### src/rtl/smb_pkg.sv
package smb_pkg;

   localparam int unsigned BYTE_W = 8;

   typedef enum logic [2:0] {
      PH_IDLE,
      PH_ADDR,
      PH_CMD,
      PH_WDATA,
      PH_TX,
      PH_MACK,
      PH_SKIP
   } smb_phase_e;

endpackage

### src/rtl/smb_line_cond.sv
module smb_line_cond #(
   parameter int unsigned SYNC_STAGES = 2
) (
   input  logic clk,
   input  logic rst_n,
   input  logic scl_i,
   input  logic sda_i,
   output logic scl_rise,
   output logic scl_fall,
   output logic sda_lvl,
   output logic start_det,
   output logic stop_det
);

   initial begin
      assert (SYNC_STAGES >= 2)
         else $error("smb_line_cond: SYNC_STAGES must be at least 2");
   end

   logic [SYNC_STAGES-1:0] scl_pipe;
   logic [SYNC_STAGES-1:0] sda_pipe;
   logic                   scl_now, sda_now;
   logic                   scl_q, sda_q;

   always_ff @(posedge clk or negedge rst_n) begin
      if (!rst_n) begin
         scl_pipe <= '1;
         sda_pipe <= '1;
         scl_q    <= 1'b1;
         sda_q    <= 1'b1;
      end else begin
         scl_pipe <= {scl_pipe[SYNC_STAGES-2:0], scl_i};
         sda_pipe <= {sda_pipe[SYNC_STAGES-2:0], sda_i};
         scl_q    <= scl_now;
         sda_q    <= sda_now;
      end
   end

   assign scl_now   = scl_pipe[SYNC_STAGES-1];
   assign sda_now   = sda_pipe[SYNC_STAGES-1];
   assign scl_rise  = scl_now & ~scl_q;
   assign scl_fall  = ~scl_now & scl_q;
   assign sda_lvl   = sda_now;
   assign start_det = scl_now & scl_q & sda_q & ~sda_now;
   assign stop_det  = scl_now & scl_q & ~sda_q & sda_now;

endmodule

### src/rtl/smb_reg_ptr.sv
module smb_reg_ptr #(
   parameter int unsigned IDX_W = 5
) (
   input  logic             clk,
   input  logic             rst_n,
   input  logic             ld,
   input  logic [IDX_W-1:0] ld_idx,
   input  logic             adv,
   output logic [IDX_W-1:0] ptr
);

   localparam logic [IDX_W-1:0] STEP = IDX_W'(1);

   always_ff @(posedge clk or negedge rst_n) begin
      if (!rst_n)   ptr <= '0;
      else if (ld)  ptr <= ld_idx;
      else if (adv) ptr <= ptr + STEP;
   end

   // a command load never coincides with a sequential advance
   p_ld_adv_excl_r3: assert property (@(posedge clk) disable iff (!rst_n)
      !(ld && adv));

endmodule

### src/rtl/smb_xfer_fsm.sv
module smb_xfer_fsm
   import smb_pkg::*;
#(
   parameter logic [6:0]  DEV_ADDR   = 7'h69,
   parameter int unsigned IDX_W      = 5,
   parameter int unsigned BLK_RD_LEN = 4
) (
   input  logic             clk,
   input  logic             rst_n,
   input  logic             scl_rise,
   input  logic             scl_fall,
   input  logic             sda_lvl,
   input  logic             start_det,
   input  logic             stop_det,
   input  logic [IDX_W-1:0] ptr,
   input  logic [7:0]       rd_byte,
   output logic             sda_oe,
   output logic             ptr_ld,
   output logic [IDX_W-1:0] ptr_ld_idx,
   output logic             ptr_adv,
   output logic             wr_stb,
   output logic [IDX_W-1:0] wr_idx,
   output logic [7:0]       wr_byte
);

   localparam logic [7:0] CNT_BYTE = 8'(BLK_RD_LEN);
   localparam logic [3:0] LAST_BIT = 4'(BYTE_W);

   initial begin
      assert (IDX_W >= 1 && IDX_W <= 7)
         else $error("smb_xfer_fsm: IDX_W must be 1..7");
      assert (BLK_RD_LEN >= 1 && BLK_RD_LEN <= 255)
         else $error("smb_xfer_fsm: BLK_RD_LEN must be 1..255");
   end

   smb_phase_e phase;
   logic [3:0] cnt;
   logic [7:0] sh, tx, remain, nxt_tx;
   logic       oe, in_ack, blk, first, send_cnt, got_ack, rx_phase;

   always_comb begin
      rx_phase = (phase == PH_ADDR) || (phase == PH_CMD) || (phase == PH_WDATA);
      nxt_tx   = send_cnt ? CNT_BYTE : rd_byte;
   end

   always_ff @(posedge clk or negedge rst_n) begin
      if (!rst_n) begin
         phase      <= PH_IDLE;
         cnt        <= '0;
         sh         <= '0;
         tx         <= '0;
         remain     <= '0;
         oe         <= 1'b0;
         in_ack     <= 1'b0;
         blk        <= 1'b0;
         first      <= 1'b0;
         send_cnt   <= 1'b0;
         got_ack    <= 1'b0;
         ptr_ld     <= 1'b0;
         ptr_ld_idx <= '0;
         ptr_adv    <= 1'b0;
         wr_stb     <= 1'b0;
         wr_idx     <= '0;
         wr_byte    <= '0;
      end else begin
         ptr_ld  <= 1'b0;
         ptr_adv <= 1'b0;
         wr_stb  <= 1'b0;
         if (start_det) begin
            phase  <= PH_ADDR;
            cnt    <= '0;
            in_ack <= 1'b0;
            oe     <= 1'b0;
         end else if (stop_det) begin
            phase  <= PH_IDLE;
            cnt    <= '0;
            in_ack <= 1'b0;
            oe     <= 1'b0;
         end else if (scl_rise) begin
            if (!in_ack) begin
               if (rx_phase) begin
                  sh  <= {sh[6:0], sda_lvl};
                  cnt <= cnt + 4'd1;
               end else if (phase == PH_TX) begin
                  cnt <= cnt + 4'd1;
               end else if (phase == PH_MACK) begin
                  got_ack <= ~sda_lvl;
               end
            end
         end else if (scl_fall) begin
            if (in_ack) begin
               in_ack <= 1'b0;
               cnt    <= '0;
               if (phase == PH_TX) begin
                  tx <= nxt_tx;
                  oe <= ~nxt_tx[7];
                  if (send_cnt) send_cnt <= 1'b0;
                  else          ptr_adv  <= 1'b1;
               end else begin
                  oe <= 1'b0;
               end
            end else if (rx_phase && cnt == LAST_BIT) begin
               cnt <= '0;
               case (phase)
                  PH_ADDR: begin
                     if (sh[7:1] == DEV_ADDR) begin
                        in_ack <= 1'b1;
                        oe     <= 1'b1;
                        if (sh[0]) begin
                           phase    <= PH_TX;
                           send_cnt <= blk;
                        end else begin
                           phase <= PH_CMD;
                        end
                     end else begin
                        phase <= PH_SKIP;
                     end
                  end
                  PH_CMD: begin
                     blk        <= sh[7];
                     ptr_ld     <= 1'b1;
                     ptr_ld_idx <= sh[IDX_W-1:0];
                     first      <= 1'b1;
                     remain     <= '0;
                     in_ack     <= 1'b1;
                     oe         <= 1'b1;
                     phase      <= PH_WDATA;
                  end
                  PH_WDATA: begin
                     in_ack <= 1'b1;
                     if (first && blk) begin
                        remain <= sh;
                        first  <= 1'b0;
                        oe     <= 1'b1;
                     end else if (first || remain != 8'd0) begin
                        wr_stb  <= 1'b1;
                        wr_idx  <= ptr;
                        wr_byte <= sh;
                        ptr_adv <= 1'b1;
                        first   <= 1'b0;
                        if (!first) remain <= remain - 8'd1;
                        oe      <= 1'b1;
                     end else begin
                        oe <= 1'b0;
                     end
                  end
                  default: ;
               endcase
            end else if (phase == PH_TX) begin
               if (cnt == LAST_BIT) begin
                  oe      <= 1'b0;
                  cnt     <= '0;
                  got_ack <= 1'b0;
                  phase   <= PH_MACK;
               end else begin
                  tx <= {tx[6:0], 1'b0};
                  oe <= ~tx[6];
               end
            end else if (phase == PH_MACK) begin
               if (got_ack) begin
                  phase <= PH_TX;
                  cnt   <= '0;
                  tx    <= nxt_tx;
                  oe    <= ~nxt_tx[7];
                  if (send_cnt) send_cnt <= 1'b0;
                  else          ptr_adv  <= 1'b1;
               end else begin
                  phase <= PH_SKIP;
                  oe    <= 1'b0;
               end
            end
         end
      end
   end

   assign sda_oe = oe;

   // an unaddressed slave neither drives the bus nor writes
   p_skip_quiet_r2: assert property (@(posedge clk) disable iff (!rst_n)
      (phase == PH_SKIP) |-> (!oe && !wr_stb));

   // no drive while the bus is idle
   p_idle_quiet_r11: assert property (@(posedge clk) disable iff (!rst_n)
      (phase == PH_IDLE) |-> !oe);

   // the write strobe is a single-cycle pulse
   p_we_pulse_r4: assert property (@(posedge clk) disable iff (!rst_n)
      wr_stb |=> !wr_stb);

   // writes only occur while a data byte is being acknowledged
   p_we_in_ack_r6: assert property (@(posedge clk) disable iff (!rst_n)
      wr_stb |-> (phase == PH_WDATA && in_ack));

   // the data line only changes after an SCL fall or a bus condition
   p_oe_edge_r1: assert property (@(posedge clk) disable iff (!rst_n)
      !$stable(oe) |-> $past(scl_fall || start_det || stop_det));

endmodule

### src/rtl/smb_regport.sv
module smb_regport #(
   parameter logic [6:0]  DEV_ADDR    = 7'h69,
   parameter int unsigned IDX_W       = 5,
   parameter int unsigned BLK_RD_LEN  = 4,
   parameter int unsigned SYNC_STAGES = 2
) (
   input  logic             clk,
   input  logic             rst_n,
   input  logic             scl_i,
   input  logic             sda_i,
   output logic             sda_oe,
   output logic [IDX_W-1:0] reg_addr,
   output logic [7:0]       reg_wdata,
   output logic             reg_we,
   input  logic [7:0]       reg_rdata
);

   logic             scl_rise, scl_fall, sda_lvl, start_det, stop_det;
   logic             ptr_ld, ptr_adv, wr_stb;
   logic [IDX_W-1:0] ptr_ld_idx, ptr, wr_idx;
   logic [7:0]       wr_byte;

   smb_line_cond #(
      .SYNC_STAGES(SYNC_STAGES)
   ) i_line (
      .clk      (clk),
      .rst_n    (rst_n),
      .scl_i    (scl_i),
      .sda_i    (sda_i),
      .scl_rise (scl_rise),
      .scl_fall (scl_fall),
      .sda_lvl  (sda_lvl),
      .start_det(start_det),
      .stop_det (stop_det)
   );

   smb_reg_ptr #(
      .IDX_W(IDX_W)
   ) i_ptr (
      .clk   (clk),
      .rst_n (rst_n),
      .ld    (ptr_ld),
      .ld_idx(ptr_ld_idx),
      .adv   (ptr_adv),
      .ptr   (ptr)
   );

   smb_xfer_fsm #(
      .DEV_ADDR  (DEV_ADDR),
      .IDX_W     (IDX_W),
      .BLK_RD_LEN(BLK_RD_LEN)
   ) i_fsm (
      .clk       (clk),
      .rst_n     (rst_n),
      .scl_rise  (scl_rise),
      .scl_fall  (scl_fall),
      .sda_lvl   (sda_lvl),
      .start_det (start_det),
      .stop_det  (stop_det),
      .ptr       (ptr),
      .rd_byte   (reg_rdata),
      .sda_oe    (sda_oe),
      .ptr_ld    (ptr_ld),
      .ptr_ld_idx(ptr_ld_idx),
      .ptr_adv   (ptr_adv),
      .wr_stb    (wr_stb),
      .wr_idx    (wr_idx),
      .wr_byte   (wr_byte)
   );

   assign reg_addr  = wr_stb ? wr_idx : ptr;
   assign reg_wdata = wr_byte;
   assign reg_we    = wr_stb;

endmodule

### config.mk
export PLATFORM = sky130hd
export DESIGN_NAME = smb_regport
export DESIGN_NICKNAME = d
export VERILOG_FILES = /design/src/rtl/smb_pkg.sv /design/src/rtl/smb_line_cond.sv /design/src/rtl/smb_reg_ptr.sv /design/src/rtl/smb_xfer_fsm.sv /design/src/rtl/smb_regport.sv
export SDC_FILE = /design/constraint.sdc
export NUM_CORES = 1
export LEC_CHECK = 0
export ABC_AREA = 0
export BUFFER_PORTS_ARGS = -buffer_cell sky130_fd_sc_hd__clkbuf_2
export CORE_MARGIN = 3
export CORE_UTILIZATION = 35
export DETAILED_ROUTE_END_ITERATION = 10
export PLACE_DENSITY = 0.55
export SLEW_MARGIN = 20
export SYNTH_ARGS = -nofsm -noshare
export SYNTH_HDL_FRONTEND = slang
export SYNTH_SLANG_ARGS = --single-unit
### constraint.sdc
create_clock -name clk -period 6.1 [get_ports clk]
set_input_delay 0.61 -clock clk [delete_from_list [all_inputs] [get_ports clk]]
set_output_delay 0.61 -clock clk [all_outputs]
set_load 0.02 [all_outputs]
==> impl_metrics.sql, run 1 <==
INSERT INTO impl_metrics (metric_group, metric, value, unit) VALUES
('setup_path', 'setup.worst_path.class', 'reg -> reg', ''),
('min_path', 'hold_end', 'i_line.sda_pipe[0]$_DFF_PN1_', ''),
('final_layout', 'fin_nets', '383', ''),
('timing', 'total_count_of_hold_check_failures_in_the_final_report', '0', ''),
('setup_path', 'setup.worst_path.start_class', 'register', ''),
('clock_network', 'cts_buffer_depth', '2', ''),
('clock_network', 'cts_tree', 'built', ''),
('min_path', 'timing.hold.worst_path_depth', '1', ''),
('min_path', 'holdCritPathClass', 'in -> reg', ''),
('drt', 'antenna_violating_nets_post_route', '0', ''),
('timing', 'slew_headroom', '43.1', '%'),
('synth', 'synth_top_cell_area_share', '42.3', '%'),
('drt', 'post_drt_wl_per_cell', '15.3', 'um'),
('synth', 'synth.lib_cells_used.distinct', '70', ''),
('synth', 'synthFlopType', 'dfrtp_1', ''),
('timing', 'maxSlewViolCount', '0', ''),
('synth', 'mappedNetlistArea', '0.00367', 'sq mm'),
('synth', 'synth-compound-area-share', '12.6', '%'),
('final_layout', 'share_of_layout_cells_above_drive_strength_1', '25.5', '%'),
('global_routing', 'grt_first_pass_wirelength', '13000', 'um'),
('flow_run', 'cap_violations', '0', ''),
('drt', 'route.vias.total', '2639', ''),
('place', 'gpl.final_weighted_congestion', '0.883', ''),
('clock_network', 'root_buffer', 'clkbuf_8', ''),
('global_routing', 'track_usage', '14.1', '%'),
('timing', 'rsz0062_at_grt', 'false', ''),
('timing', 'finalCritPeriodShare', '41.4', '%'),
('final_layout', 'area_growth_syn_to_layout', '12.2', '%'),
('setup_path', 'worst_path_maximum_fanout', '15', ''),
('synth', 'ys_ff_latch', '68', ''),
('synth', 'synth_top_cells_by_area', 'dfrtp_1 (42%), mux2_2 (7.7%), dfstp_2 (4.3%)', ''),
('drt', 'drcViolationCount', '0', ''),
('floorplan', 'floorplan.core_area', '0.0100', 'sq mm'),
('final_layout', 'layout.cells.non_filler', '501', ''),
('clock_network', 'max_h_tree_level', '3', ''),
('place', 'placed_cells_incl_taps', '485', ''),
('synth', 'synth.net_count', '359', ''),
('power', 'peakVddDrop', '115', 'uV'),
('global_routing', 'vias_in_the_first_global_route', '2629', ''),
('setup_path', 'crit_chain', 'inv_1, ha_1, nand2b_1, nor3_2, nor4b_4, mux2_2', ''),
('clock_network', 'cts_inserted_buffers', '9', ''),
('synth', 'async_flop_share', '100', '%'),
('clock_network', 'clock_insertion_delay_worst_skew', '350', 'ps'),
('setup_path', 'critPathSlowestCell', 'dfstp_2', ''),
('setup_path', 'worstReg2RegStart', 'i_line.scl_q$_DFF_PN1_', ''),
('synth', 'avgSynthCellArea', '10.8', 'sq um'),
('floorplan', 'die_width', '108', 'um'),
('global_routing', 'grt_remaining_overflow', '0', ''),
('global_routing', 'grt_antenna_before_repair', '0', ''),
('global_routing', 'grt_max_degree', '69', ''),
('place', 'dpl.hpwl', '5320', 'um'),
('timing', 'timing.setup.tns', '0', 'ps'),
('clock_network', 'cts_hold_buf', '0', ''),
('setup_path', 'worstPathBufferInverterCount', '1', ''),
('clock_network', 'cts-resized-gates', '0', ''),
('synth', 'synth-xor-area-share', '2.11', '%'),
('synth', 'yosysWarnings', '0', ''),
('synth', 'dominant_combinational_cell_family_by_area_after_synthesis', 'simple AND/OR/NAND/NOR gates', ''),
('power', 'post-layout-total-power', '0.986', 'mW'),
('power', 'leakagePower', '1.94', 'nW'),
('run_status', 'status', 'complete, no violations', ''),
('setup_path', 'worst_ep_arrival_time', '2760', 'ps'),
('setup_path', 'critPathRequiredTime', '6330', 'ps'),
('place', 'buffer_ports.inserted', '26', ''),
('final_layout', 'n_antenna_cell', '0', ''),
('synth', 'synth_simple_gate_area_share', '17.3', '%'),
('timing', 'setup_viol', '0', ''),
('power', 'cellPowerDensity', '239', 'mW/mm^2'),
('floorplan', 'die-area', '0.0118', 'sq mm'),
('clock_network', 'post-cts-setup-buffers', '0', ''),
('setup_path', 'rr_worst_depth', '6', '');
==> metal layers <==
| metal | share of wire [%] | vias to the layer above | global-route usage, % | routed length [um] |
|---|---|---|---|---|
| met1 | 48 | 1299 | 19.4 | 3680 |
| met3 | 3.2 | 6 | 3.46 | 245 |
| met5 | 0 | - | 0 | 0 |
| met4 | 0.63 | 0 | 5.59 | 48 |
| li1 | - | 1281 | - | - |
| met2 | 48 | 53 | 21.4 | 3680 |
==> worst max path at each step <==
stage	startpoint	to	slack, ps	cells past startpoint
2_1_floorplan	i_line.scl_q$_DFF_PN1_	i_fsm.blk$_DFFE_PN0P_	4010	6
3_3_place_gp	i_line.sda_pipe[1]$_DFF_PN1_	i_fsm.wr_byte[2]$_DFFE_PN0P_	3610	5
3_5_place_dp	i_fsm.cnt[0]$_DFFE_PN0P_	i_fsm.wr_idx[3]$_DFFE_PN0P_	3560	7
4_1_cts	i_fsm.cnt[0]$_DFFE_PN0P_	i_fsm.wr_byte[0]$_DFFE_PN0P_	3540	7
5_1_grt	i_fsm.cnt[0]$_DFFE_PN0P_	i_fsm.wr_byte[0]$_DFFE_PN0P_	3350	7
6_report	i_line.scl_q$_DFF_PN1_	i_fsm.ptr_ld_idx[0]$_DFFE_PN0P_	3580	6
==> cells in the final DEF, fill, tap and decap left out, types with 3 or more instances in the layout <==
cell and instances:
a21oi_1 20, a31oi_1 4, clkbuf_2 25, clkbuf_8 10
clkinv_4 3, dfrtp_1 62, dfstp_2 6, ha_1 8
inv_1 16, mux2_2 25, mux2_4 9, mux2i_1 9
nand2_1 27, nand2b_1 4, nand3_1 8, nand4_1 6
nor2_1 12, nor2b_1 6, nor3_1 9, nor3b_1 10
o211ai_1 4, o21ai_0 17, o31ai_1 4, xor2_1 5
==> worst reg2reg max path: cells and delay by family (launching register included) <==
kind | cells | cell delay, ps
buffers and inverters | 1 | 40
muxes | 1 | 400
DFF | 1 | 550
adders and majority gates | 1 | 350
and+or+nand+nor | 3 | 1070
==> cell families (layout without fill, tap and decap cells) <==
kind of cell	count (synthesis)	after routing
flip-flops	68	68
AO/OA/AOI/OAI	72	72
buffers and inverters	31	60
adder cells (fa/ha/maj)	8	8
XOR/XNOR	8	8
AND/OR/NAND/NOR	107	107
multiplexers	45	45
==> cell type report <==
| cell class | instances | share of cell area (%) |
|---|---|---|
| Multi-Input combinational cell | 240 | 43.9 |
| Timing Repair Buffer | 27 | 3.34 |
| Tap cell | 133 | 4.04 |
| Clock inverter | 6 | 2.31 |
| Clock buffer | 10 | 3.34 |
| Sequential cell | 68 | 41.5 |
| Inverter | 17 | 1.55 |
==> state kept, by name, indices dropped and copies added (netlist names) <==
register,flops
i_fsm.wr_byte,8
i_fsm.blk,1
i_fsm.send_cnt,1
i_fsm.cnt,4
i_fsm.ptr_adv,1
i_fsm.got_ack,1
i_line.scl_pipe,2
i_ptr.ptr,5
i_fsm.remain,8
i_fsm.first,1
i_fsm.ptr_ld,1
i_fsm.wr_stb,1
i_fsm.in_ack,1
i_fsm.wr_idx,5
i_fsm.ptr_ld_idx,5
i_fsm.sh,8
i_line.scl_q,1
i_fsm.tx,7
i_line.sda_pipe,2
i_fsm.sda_oe,1
i_fsm.phase,3
i_line.sda_q,1
==> power breakdown <==
group | total (mW) | switching (mW) | leakage (nW) | internal (mW)
Combinational | 0.0635 | 0.0360 | 0.918 | 0.0275
Clock | 0.429 | 0.184 | 0.117 | 0.245
Sequential | 0.494 | 0.0260 | 0.903 | 0.468
==> through the flow <==
stage	area (sq um)	utilization, %	hold WS [ps]	setup slack (ps)
after floorplan	3670	-	314	4010
after global placement	3880	38.9	351	3610
after detailed placement	3880	38.9	347	3560
after CTS	4120	41.2	321	3540
after global routing	4120	41.2	322	3350
final	4120	41.2	344	3580
No activity file was read; power rests on OpenSTA's default activity.
==> run 2: changes to the inputs <==
ABC_AREA = 1   (was 0)
clock period = 2.6 ns   (was 6.1 ns; I/O delays follow)
==> run 2 against run 1 <==
Effect of this change:
- area after synthesis is 6.2% higher
- critical path type unchanged
- largest power group unchanged
- maximum frequency up 18%
- clock skew decreased by 0.63 ps
- cell area grew 6.2%
- setup slack worse by 3100 ps
- sequential share of layout area fell by 2.4 points
- critical path depth increased by 4
- hold slack got worse by 190 ps
- power rose by 140%
- sequential cell count unchanged
==> impl_metrics.sql, run 2 <==
INSERT INTO impl_metrics (metric_group, metric, value, unit) VALUES
('timing', 'slew_headroom', '48.2', '%'),
('place', 'buffer_ports.inserted', '26', ''),
('setup_path', 'crit_path_frequent_cell', 'inv_2', ''),
('synth', 'synth.top_cells.by_count', 'nand2_1 (136), dfrtp_1 (62), inv_1 (47)', ''),
('timing', 'worstMarginPinSlew', '777', 'ps'),
('synth', 'synth.net_count', '507', ''),
('floorplan', 'floorplan.core_area', '0.0106', 'sq mm'),
('drt', 'post_drt_wl_per_cell', '12.7', 'um'),
('final_layout', 'largestRegisters', 'i_fsm.remain (8), i_fsm.sh (8), i_fsm.wr_byte (8)', ''),
('timing', 'hold_slack', '155', 'ps'),
('clock_network', 'cts.sinks', '68', ''),
('min_path', 'holdCritPathClass', 'in -> reg', ''),
('clock_network', 'clkSlewWorstSetupHoldPaths', '80', 'ps'),
('place', 'placed_cells_incl_taps', '641', ''),
('clock_network', 'cts-resized-gates', '0', ''),
('clock_network', 'clock_insertion_delay_worst_skew', '350', 'ps'),
('synth', 'synth-seq-area-share', '43.8', '%'),
('timing', 'final.setup.worst_slack', '467', 'ps'),
('timing', 'finalCritPeriodShare', '82.0', '%'),
('clock_network', 'root_buffer', 'clkbuf_8', ''),
('floorplan', 'io_pins', '27', ''),
('setup_path', 'critPathRequiredTime', '2840', 'ps'),
('global_routing', 'grt_max_degree', '38', ''),
('drt', 'drt_pass1_iterations', '5', ''),
('run_status', 'status', 'complete, no violations', ''),
('floorplan', 'die-area', '0.0124', 'sq mm'),
('setup_path', 'worstSetupEndpointType', 'register', ''),
('drt', 'routed_wirelength', '8360', 'um'),
('timing', 'setup_viol', '0', ''),
('timing', 'maxClockFrequency', '469', 'MHz'),
('clock_network', 'max_h_tree_level', '3', ''),
('floorplan', 'start_util', '36.8', '%'),
('synth', 'synth_top_cell_area_share', '39.8', '%'),
('setup_path', 'setup.worst_path.class', 'reg -> reg', ''),
('drt', 'detail_route.iter0.violations', '145', ''),
('final_layout', 'area_growth_syn_to_layout', '12.1', '%'),
('drt', 'route.vias.total', '3175', ''),
('floorplan', 'rows', '37', ''),
('global_routing', 'vias_in_the_first_global_route', '3094', ''),
('drt', 'drt-vias-per-instance', '4.81', ''),
('clock_network', 'cts_buffer_depth', '2', ''),
('final_layout', 'fin_nets', '539', ''),
('setup_path', 'setup.worst_path.start_class', 'register', ''),
('power', 'cellPowerDensity', '540', 'mW/mm^2'),
('global_routing', 'grt_first_pass_wirelength', '14700', 'um'),
('timing', 'timing.setup.tns', '0', 'ps'),
('synth', 'post-synth-top-area-cell', 'dfrtp_1', ''),
('timing', 'total_count_of_hold_check_failures_in_the_final_report', '0', ''),
('final_layout', 'fin_util', '41.2', '%'),
('synth', 'synth-xor-area-share', '1.12', '%'),
('setup_path', 'worst_ep_arrival_time', '2370', 'ps'),
('place', 'dpl.hpwl', '6140', 'um'),
('global_routing', 'grt_remaining_overflow', '0', ''),
('synth', 'synth_top_cells_by_area', 'dfrtp_1 (40%), nand2_1 (13%), o21ai_2 (5.4%)', ''),
('setup_path', 'worst_path_maximum_fanout', '27', ''),
('synth', 'yosysWarnings', '0', ''),
('synth', 'synth-edff-count', '0', ''),
('timing', 'fin_worst_skew', '9.85', 'ps'),
('drt', 'drcViolationCount', '0', ''),
('synth', 'synthFlopType', 'dfrtp_1', ''),
('synth', 'synth-compound-area-share', '14.0', '%'),
('setup_path', 'timing.critical_path.slowest_cell_delay', '550', 'ps'),
('final_layout', 'most-common-layout-cells', 'nand2_1 (136), dfrtp_1 (62), inv_1 (47)', ''),
('setup_path', 'crit_chain', 'inv_1, ha_1, inv_2, nand2_4, inv_2, nand3_2, inv_2, nand3_4, nand2_1, o21ai_2', ''),
('final_layout', 'layout_commonest_cell', 'nand2_1', ''),
('power', 'peakVddDrop', '292', 'uV'),
('floorplan', 'die_height', '112', 'um'),
('place', 'placed_area', '0.00415', 'sq mm'),
('synth', 'async_flop_share', '100', '%'),
('place', 'gpl.final_weighted_congestion', '0.920', ''),
('final_layout', 'n_antenna_cell', '0', ''),
('synth', 'dominant_combinational_cell_family_by_area_after_synthesis', 'simple AND/OR/NAND/NOR gates', ''),
('place', 'worst_setup_slack_after_placement', '449', 'ps'),
('power', 'leakagePower', '2.15', 'nW'),
('drt', 'antenna_violating_nets_post_route', '0', ''),
('synth', 'synth-adder-area-share', '2.57', '%'),
('final_layout', 'design_area', '0.00437', 'sq mm'),
('power', 'post-layout-total-power', '2.36', 'mW'),
('clock_network', 'cts_inserted_buffers', '9', ''),
('timing', 'final_period_minus_worst_setup_slack', '2130', 'ps'),
('flow_run', 'cap_violations', '0', ''),
('global_routing', 'track_usage', '14.4', '%'),
('clock_network', 'cts_tree', 'built', ''),
('timing', 'rsz0062_at_grt', 'false', ''),
('synth', 'syn-instance-count', '487', ''),
('synth', 'avgSynthCellArea', '8.01', 'sq um'),
('clock_network', 'post-cts-setup-buffers', '0', ''),
('synth', 'ys_ff_latch', '68', ''),
('setup_path', 'critPathSlowestCell', 'dfstp_2', ''),
('synth', 'synth_simple_gate_area_share', '30.8', '%'),
('final_layout', 'layout.cells.non_filler', '660', ''),
('synth', 'mappedNetlistArea', '0.00390', 'sq mm'),
('synth', 'synth.lib_cells_used.distinct', '36', ''),
('synth', 'muxShareOfSynthArea', '0', '%'),
('global_routing', 'grt_antenna_before_repair', '0', ''),
('synth', 'synth.most_common_cell', 'nand2_1', ''),
('floorplan', 'die_width', '112', 'um'),
('final_layout', 'share_of_layout_cells_above_drive_strength_1', '23.7', '%'),
('timing', 'maxSlewViolCount', '0', '');
==> run 2: worst paths after layout <==
check,start,endpoint,slack [ps],depth (start not counted)
max,i_line.scl_q$_DFF_PN1_,i_fsm.wr_byte[2]$_DFFE_PN0P_,470,10
min,reg_rdata[0],i_fsm.tx[0]$_DFFE_PN0P_,160,3
max reg2reg,i_line.scl_q$_DFF_PN1_,i_fsm.wr_byte[2]$_DFFE_PN0P_,470,10
min reg2reg,i_line.sda_pipe[0]$_DFF_PN1_,i_line.sda_pipe[1]$_DFF_PN1_,360,0
max in group asynchronous,rst_n,i_line.sda_q$_DFF_PN1_,1370,3
min in group asynchronous,rst_n,i_fsm.wr_idx[1]$_DFFE_PN0P_,510,2
==> run 2: area by class of cell <==
type	instances	area (sq um)
timing repair buffer	31	188
tap	136	170
fill	1079	6230
sequential	68	1710
clock buffer	10	128
multi-input combinational	349	1890
clock inverter	6	63.8
inverter	60	225
==> run 2: worst max-delay path: cells and delay by family, from the launching register on <==
family | cells | cell delay [ps]
AND/OR/NAND/NOR | 4 | 750
flip-flops | 1 | 550
buffers and inverters | 4 | 390
adder cells (fa/ha/maj) | 1 | 260
AO/OA/AOI/OAI | 1 | 60
==> run 2: kinds of logic (layout without fill, tap and decap cells) <==
kind of cell / count (synthesis) / after routing
flip-flops: 68 / 68
adder cells (fa/ha/maj): 8 / 8
buffers and inverters: 70 / 107
XOR/XNOR: 5 / 5
AO/OA/AOI/OAI: 83 / 83
AND/OR/NAND/NOR: 253 / 253
==> run 2: metal layers <==
layer  GRT usage [%]  routed length (um)  part of all wire (%)  up-vias
met5               0                   0                     0        -
met3            4.67                 370                   4.4        6
met4            4.06                  63                  0.75        0
met2            22.3                3810                    46       65
met1            19.4                4110                    49     1466
li1                -                   -                     -     1638
==> run 2: timing repair <==
action	4_1_cts	5_1_grt
hold endpoints to repair	15	0
endpoints found under the setup margin	0	0
hold buffers	3	0
==> run 2: where the power goes <==
group	switching (mW)	total, mW	internal (mW)
Combinational	0.221	0.306	0.0851
Sequential	0.0607	1.18	1.12
Clock	0.432	0.875	0.443
Total	0.713	2.36	1.65
==> run 3: changes to the inputs <==
clock period = 2.1 ns   (was 2.6 ns; I/O delays follow)
==> run 3 against run 2 <==
Effect of this change:
- global-route usage down 0.18 points
- utilization up 0.74 points
- setup slack worse by 290 ps
- cell count up 1.5%
- largest cell class unchanged
- register-to-register slack worse by 290 ps
- die area unchanged
- power up 20%
==> impl_metrics.sql, run 3 (synthesis results as in run 2) <==
INSERT INTO impl_metrics (metric_group, metric, value, unit) VALUES
('drt', 'drt-vias-per-instance', '4.87', ''),
('floorplan', 'start_util', '36.8', '%'),
('timing', 'total_count_of_hold_check_failures_in_the_final_report', '0', ''),
('floorplan', 'io_pins', '27', ''),
('drt', 'routed_wirelength', '8800', 'um'),
('timing', 'timing.setup.tns', '0', 'ps'),
('setup_path', 'worst_path_maximum_fanout', '14', ''),
('drt', 'drcViolationCount', '0', ''),
('place', 'placed_area', '0.00420', 'sq mm'),
('power', 'pwr-share-clk', '34.1', '%'),
('global_routing', 'track_usage', '14.2', '%'),
('timing', 'finalCritPeriodShare', '91.4', '%'),
('power', 'power.share.sequential', '51.8', '%'),
('drt', 'post_drt_wl_per_cell', '13.1', 'um'),
('final_layout', 'layout_commonest_cell', 'nand2_1', ''),
('clock_network', 'cts_tree', 'built', ''),
('run_status', 'status', 'complete, no violations', ''),
('power', 'netSwitchingFraction', '31.6', '%'),
('power', 'combinationalPowerShare', '14.1', '%'),
('final_layout', 'fin_nets', '549', ''),
('floorplan', 'rows', '37', ''),
('drt', 'drt_pass1_iterations', '4', ''),
('setup_path', 'setup.worst_path.start_class', 'register', ''),
('setup_path', 'critPathSlowestCell', 'dfstp_2', ''),
('final_layout', 'most-common-layout-cells', 'nand2_1 (135), dfrtp_1 (62), inv_1 (47)', ''),
('timing', 'fin_worst_skew', '16.3', 'ps'),
('setup_path', 'rr_worst_depth', '10', ''),
('clock_network', 'max_h_tree_level', '3', ''),
('setup_path', 'timing.critical_path.slowest_cell_delay', '550', 'ps'),
('setup_path', 'worst_ep_arrival_time', '2160', 'ps'),
('final_layout', 'design_area', '0.00445', 'sq mm'),
('final_layout', 'largestRegisters', 'i_fsm.remain (8), i_fsm.sh (8), i_fsm.wr_byte (8)', ''),
('power', 'power_switching', '0.892', 'mW'),
('clock_network', 'clkSlewWorstSetupHoldPaths', '80', 'ps'),
('timing', 'final_period_minus_worst_setup_slack', '1920', 'ps'),
('global_routing', 'grt_antenna_before_repair', '0', ''),
('global_routing', 'vias_in_the_first_global_route', '3089', ''),
('min_path', 'timing.hold.worst_path_depth', '3', ''),
('place', 'gpl.final_weighted_congestion', '0.882', ''),
('setup_path', 'crit_path_frequent_cell', 'inv_2', ''),
('timing', 'slew_headroom', '72.4', '%'),
('global_routing', 'grt_first_pass_wirelength', '14600', 'um'),
('clock_network', 'clock_insertion_delay_worst_skew', '350', 'ps'),
('final_layout', 'share_of_layout_cells_above_drive_strength_1', '25.5', '%'),
('clock_network', 'root_buffer', 'clkbuf_8', ''),
('final_layout', 'layout.cells.non_filler', '670', ''),
('global_routing', 'grt_max_degree', '28', ''),
('place', 'dpl.hpwl', '6380', 'um'),
('power', 'peakVddDrop', '336', 'uV'),
('timing', 'rsz0062_at_grt', 'true', ''),
('clock_network', 'cts_buffer_depth', '2', ''),
('drt', 'detail_route.iter0.violations', '142', ''),
('timing', 'setup_viol', '0', ''),
('global_routing', 'grt_remaining_overflow', '0', ''),
('setup_path', 'crit_chain', 'inv_1, ha_1, inv_2, nand2_4, inv_2, nand3_2, inv_2, nand3_4, nand2_1, o21ai_2', ''),
('timing', 'worstMarginPinSlew', '412', 'ps'),
('final_layout', 'fin_util', '42.0', '%'),
('floorplan', 'die_height', '112', 'um'),
('setup_path', 'worstSetupEndpointType', 'register', ''),
('final_layout', 'fillerInstances', '1070', ''),
('power', 'cellPowerDensity', '635', 'mW/mm^2'),
('final_layout', 'area_growth_syn_to_layout', '14.1', '%'),
('flow_run', 'cap_violations', '0', ''),
('final_layout', 'n_antenna_cell', '0', ''),
('clock_network', 'cts_inserted_buffers', '9', ''),
('setup_path', 'setup.worst_path.class', 'reg -> reg', ''),
('timing', 'maxSlewViolCount', '0', ''),
('timing', 'maxClockFrequency', '521', 'MHz'),
('power', 'internal_power', '1.93', 'mW'),
('drt', 'route.vias.total', '3261', ''),
('clock_network', 'cts.sinks', '68', ''),
('floorplan', 'die_width', '112', 'um'),
('min_path', 'holdCritPathClass', 'in -> reg', ''),
('place', 'worst_setup_slack_after_placement', '61.1', 'ps'),
('drt', 'antenna_violating_nets_post_route', '0', ''),
('timing', 'final.setup.worst_slack', '180', 'ps'),
('floorplan', 'floorplan.core_area', '0.0106', 'sq mm'),
('setup_path', 'critPathRequiredTime', '2340', 'ps'),
('floorplan', 'die-area', '0.0124', 'sq mm'),
('power', 'leakagePower', '2.19', 'nW'),
('place', 'buffer_ports.inserted', '26', ''),
('place', 'placed_cells_incl_taps', '647', '');
run 3: changes by cell type in the layout (fill, tap and decap cells not counted), sizes merged:
cell,before,now
clkbuf,35,34
clkinvlp,2,1
buf,3,11
bufinv,1,0
nand3,44,46
inv,61,62
clkinv,2,4
run 3: final timing paths:
check                           slack, ps                    startpoint                           end
worst max-delay path                  180        i_line.scl_q$_DFF_PN1_  i_fsm.wr_byte[5]$_DFFE_PN0P_
worst min-delay path                  120                  reg_rdata[0]       i_fsm.tx[0]$_DFFE_PN0P_
worst max register to register        180        i_line.scl_q$_DFF_PN1_  i_fsm.wr_byte[5]$_DFFE_PN0P_
worst min register to register        360  i_line.sda_pipe[0]$_DFF_PN1_  i_line.sda_pipe[1]$_DFF_PN1_
max in group asynchronous            1170                         rst_n    i_fsm.phase[0]$_DFFE_PN0P_
min in group asynchronous             300                         rst_n   i_fsm.wr_idx[0]$_DFFE_PN0P_
run 3: area by class of cell:
cell class,instances,area [sq um],share of cell area (%)
inverters,60,225,5.06
repair buffers,39,248,5.56
well taps,136,170,3.82
clock inverters,7,48.8,1.10
clock buffers,9,124,2.78
multi-input cells,351,1930,43.3
flip-flops and latches,68,1710,38.4
run 3: power by group through the flow:
stage | Clock, mW | Sequential, mW | Combinational, mW
floorplan | 0 | 1.46 | 0.269
global placement | 0 | 1.49 | 0.385
detailed placement | 0 | 1.49 | 0.392
CTS | 1.01 | 1.46 | 0.398
global route | 1.05 | 1.48 | 0.464
finish | 0.964 | 1.46 | 0.398
run 3: through the flow:
| stage | hold WS [ps] | power [mW] |
|---|---|---|
| after global routing | 134 | 2.99 |
| after CTS | 102 | 2.87 |
| after global placement | 159 | 1.87 |
| after floorplan | -85.6 | 1.73 |
| final | 117 | 2.82 |
| after detailed placement | 156 | 1.88 |
run 3: repair_timing:
action / CTS / global route
endpoints found under the setup margin: 0 / 18
hold buffers: 3 / 0
resized for setup: 0 / 3
endpoints found under the hold margin: 15 / 0
setup buffers: 0 / 2
run 3: per-layer routing:
metal	wire [um]	part of all wire, %	vias to the layer above	global-route usage (%)
met3	336	3.8	11	3.26
met5	0	0	-	0
li1	-	-	1674	-
met4	110	1.2	0	4.38
met1	4370	50	1512	19.6
met2	3990	45	64	22.3
run 3: worst max-delay path: cells and delay by family, from the launching register on:
kind | cells | cell delay [ps]
compound gates | 1 | 60
simple gates | 4 | 570
fa+ha+maj | 1 | 210
buf+inv | 4 | 410
flops | 1 | 550
